$ cat config.mk
export PLATFORM = sky130hd
export DESIGN_NAME = txc_operand_unit
export DESIGN_NICKNAME = d
export VERILOG_FILES = /design/src/rtl/txc_operand_unit.sv
export SDC_FILE = /design/constraint.sdc
export NUM_CORES = 1
export LEC_CHECK = 0
export ABC_AREA = 0
export BUFFER_PORTS_ARGS = -buffer_cell sky130_fd_sc_hd__clkbuf_2
export CORE_MARGIN = 2
export CORE_UTILIZATION = 37
export DETAILED_ROUTE_END_ITERATION = 7
export SYNTH_ARGS = -nofsm -noshare
export SYNTH_HDL_FRONTEND = slang
export SYNTH_SLANG_ARGS = --single-unit
$ cat constraint.sdc
create_clock -name vclk -period 4.9
set_input_delay 0.98 -clock vclk [all_inputs]
set_output_delay 0.98 -clock vclk [all_outputs]
set_load 0.01 [all_outputs]
$ cat src/rtl/txc_operand_unit.sv
module txc_operand_unit #(
  parameter int AW         = 32,
  parameter int SZW        = 6,
  parameter int DW_BYTES   = 8,
  parameter int OCTO_BYTES = 32,
  parameter int PAGE_BYTES = 4096,
  parameter int SPAN_BYTES = 256
) (
  input  logic                          clk,
  input  logic                          rst_n,
  input  logic                          chk_en,
  input  logic [AW-1:0]                 base_pc,
  input  logic [AW-1:0]                 addr,
  input  logic [SZW-1:0]                size,
  input  logic                          multi,
  output logic                          align_err,
  output logic                          page_err,
  output logic [AW-$clog2(OCTO_BYTES)-1:0] octo_tag
);
  localparam int DW_SH = $clog2(DW_BYTES);
  localparam int OC_SH = $clog2(OCTO_BYTES);
  localparam int PG_SH = $clog2(PAGE_BYTES);

  logic [AW-1:0] last;
  logic [AW-1:0] code_end;
  logic          dw_cross, oc_cross;
  logic          page_lo_hit, page_hi_hit;

  assign last     = addr + {{(AW-SZW){1'b0}}, size} - AW'(1);
  assign dw_cross = (addr[AW-1:DW_SH] != last[AW-1:DW_SH]);
  assign oc_cross = (addr[AW-1:OC_SH] != last[AW-1:OC_SH]);

  always_comb begin
    if (multi) align_err = oc_cross;
    else       align_err = dw_cross;
  end

  assign code_end    = base_pc + AW'(SPAN_BYTES - 1);
  assign page_lo_hit = (addr[AW-1:PG_SH] == base_pc[AW-1:PG_SH]);
  assign page_hi_hit = (addr[AW-1:PG_SH] == code_end[AW-1:PG_SH]);
  assign page_err    = page_lo_hit || page_hi_hit;

  assign octo_tag = addr[AW-1:OC_SH];


  octo_contain_chk: assert property (@(posedge clk) disable iff (!rst_n)
    (chk_en && !align_err) |-> (last[AW-1:OC_SH] == octo_tag));

endmodule

==> flow_metrics.env <==
export IMPL_grt_pass1_vias=3614
export IMPL_drv_cap=0
export IMPL_power_uw=563
export IMPL_clockPowerShare=0
export IMPL_netlist_area_mm2=0.00336
export IMPL_slew_headroom=0.706
export IMPL_synthXorXnorAreaFrac=0.164
export IMPL_fillers=908
export IMPL_p_per_area_mw_per_mm2=135
export IMPL_synth_simple_area_share=0.255
export IMPL_final_antenna_net_count=0
export IMPL_fmax_ghz=0.201
export IMPL_dp_hpwl_mm=9.06
export IMPL_vdd_drop_max_mv=0.0741
export IMPL_critPathMaxStageDelay_ps=380
export IMPL_violations="setup timing"
export IMPL_period_share=1.02
export IMPL_die_h_um=99.3
export IMPL_worst_pin_slew_ps=437
export IMPL_yosysTopAreaCell="ha_1"
export IMPL_postSynthAreaPerCell_um2=6.65
export IMPL_area_growth_pct=24.4
export IMPL_endpoint_kind="output port"
export IMPL_routed_via_density=5.53
export IMPL_tns_ps=-76.1
export IMPL_path_cells="buf_8 > inv_4 > ha_4 > inv_2 > ha_4 > or2_1 > buf_4 > a21oi_1 > nor2_1 > a211o_4 > a21oi_4 > mux2_2 > a21oi_1 > and4_1 > o2111ai_1 > buf_2"
export IMPL_fin_crit_ps=4980
export IMPL_critPathKind="in -> out"
export IMPL_p_sw_frac=0.554
export IMPL_syn_nets=614
export IMPL_slew_viol_final=0
export IMPL_drtPass1Iterations=5
export IMPL_seq_cells=0
export IMPL_core_area_mm2=0.00876
export IMPL_grt_pass1_wl_mm=16.5
export IMPL_antennaDiodeCount=0
export IMPL_rsz0062_at_grt="yes"
export IMPL_placed_area_mm2=0.00398
export IMPL_critPathLaunchType="input pin"
export IMPL_synth_compound_area_frac=0.294
export IMPL_synth_top_family_by_area="compound AO/OA/AOI/OAI gates"
export IMPL_clock_buffers=0
export IMPL_synth_mux_area_frac=0.0182
export IMPL_fin_nets=708
export IMPL_synth_cells=506
export IMPL_drc=0
export IMPL_comb_power_share=1.000
export IMPL_p_sw_uw=312
export IMPL_synth_adder_area_share=0.126
export IMPL_cpMaxStageDelayCell="a211o_4"
export IMPL_synth_cell_types=70
export IMPL_status="finished with violations"
export IMPL_grt_overflow=0
export IMPL_grt_max_degree=9
export IMPL_timing_hold_ws_ps=2170
export IMPL_start_util=0.384
export IMPL_p_leak_nw=1.95
export IMPL_synth_area_leaders="ha_1 13%, xnor2_1 9.4%, xor2_1 7.0%"
export IMPL_worst_slack_ps=-76.1
export IMPL_final_cell_area_mm2=0.00418
export IMPL_wl_per_cell_um=15.1
export IMPL_cp_arrival_ps=4000
export IMPL_hold_viol=0
export IMPL_intPower_uw=251
export IMPL_cp_required_ps=3920
export IMPL_via_count=3907
export IMPL_antenna_found_initial=0
export IMPL_fp_dieArea_mm2=0.00987
export IMPL_wl_mm=10.7
export IMPL_seq_area_frac_synth=0
export IMPL_synth_top_area_frac=0.126
export IMPL_cp_top_family="compound AO/OA/AOI/OAI gates"
export IMPL_fp_row_count=34
export IMPL_regArea_um2=0
export IMPL_layout_drive_gt1_share=0.309
export IMPL_portBuffers=100
export IMPL_ioPinCount=103
export IMPL_path_buf_inv=5
export IMPL_place_gp_congestion=0.969
export IMPL_hp_class="in -> out"
export IMPL_p_seq_frac=0
export IMPL_path_max_fanout=4
export IMPL_hold_buffers=0
export IMPL_drt_iter0_drc=222
export IMPL_ys_warn_count=0
export IMPL_fp_dieW_um=99.3
export IMPL_setup_viol=1
export IMPL_grt_usage=0.196
[worst paths after layout]
path,startpoint,end,depth (start not counted)
max,addr[3],align_err,16
min,addr[20],octo_tag[15],2
[cells in the final DEF (no fill, tap or decap), drive strengths merged, types with 7 or more instances in the layout]
cell    instances
buf            40
nor4            7
xnor2          36
nand2          41
nor3           23
nand3          16
clkbuf         97
ha             34
nand4          18
a21o           10
o21ai          30
inv            52
xor2           27
nor2           24
and3            8
a21oi          42
o21bai          8
[final cells by class]
class,count,area [µm²],area share
multi-input combinational,409,3050,0.730
inverter,52,200,0.0478
timing repair buffer,137,795,0.190
tap,108,135,0.0323
[power by group through the flow]
stage,Combinational [mW],Sequential [mW],Clock (mW)
after global placement,0.510,0,0
after detailed placement,0.514,0,0
final,0.563,0,0
after floorplan,0.355,0,0
after CTS,0.518,0,0
after global routing,0.617,0,0
[cell usage after synthesis (all sizes together), types with 5 or more instances]
library cell and count:
buf 33, nand4 18, nand2b 6, inv 52, nor3 23, ha 34, xnor2 36, o21ai 30
nor4 7, a21oi 42, a21o 10, a211oi 5, xor2 27, nand3 16, and3 8, o21bai 8
clkbuf 12, mux2i 5, o21a 6, nand2 41, nor2 24
[routing by layer]
metal	up-vias	part of all wire	track usage
li1	1993	-	-
met1	1783	0.47	0.271
met2	119	0.46	0.336
met3	12	0.053	0.0134
met4	0	0.015	0.0390
met5	-	0	0
[cells by family after synthesis]
| group | Yosys count |
|---|---|
| AO/OA/AOI/OAI | 143 |
| XOR/XNOR | 63 |
| adder cells (fa/ha/maj) | 34 |
| multiplexers | 6 |
| AND/OR/NAND/NOR | 163 |
| buffers and inverters | 97 |
[what timing repair did]
action / in CTS / in global routing
cloned: 0 / 0
setup buffers: 0 / 2
resized for setup: 0 / 40
pin swaps: 4 / 18
setup endpoints to repair: 1 / 1
endpoints found under the hold margin: 0 / 0
[through the flow]
step | utilization | std cells | setup slack, ps
floorplan | - | 506 | 369
global placement | 0.454 | 704 | -63.4
detailed placement | 0.454 | 704 | -59.1
CTS | 0.454 | 704 | 8.17
global route | 0.477 | 706 | -149
finish | 0.477 | 706 | -76.1
(Power assumes the default switching activity.)
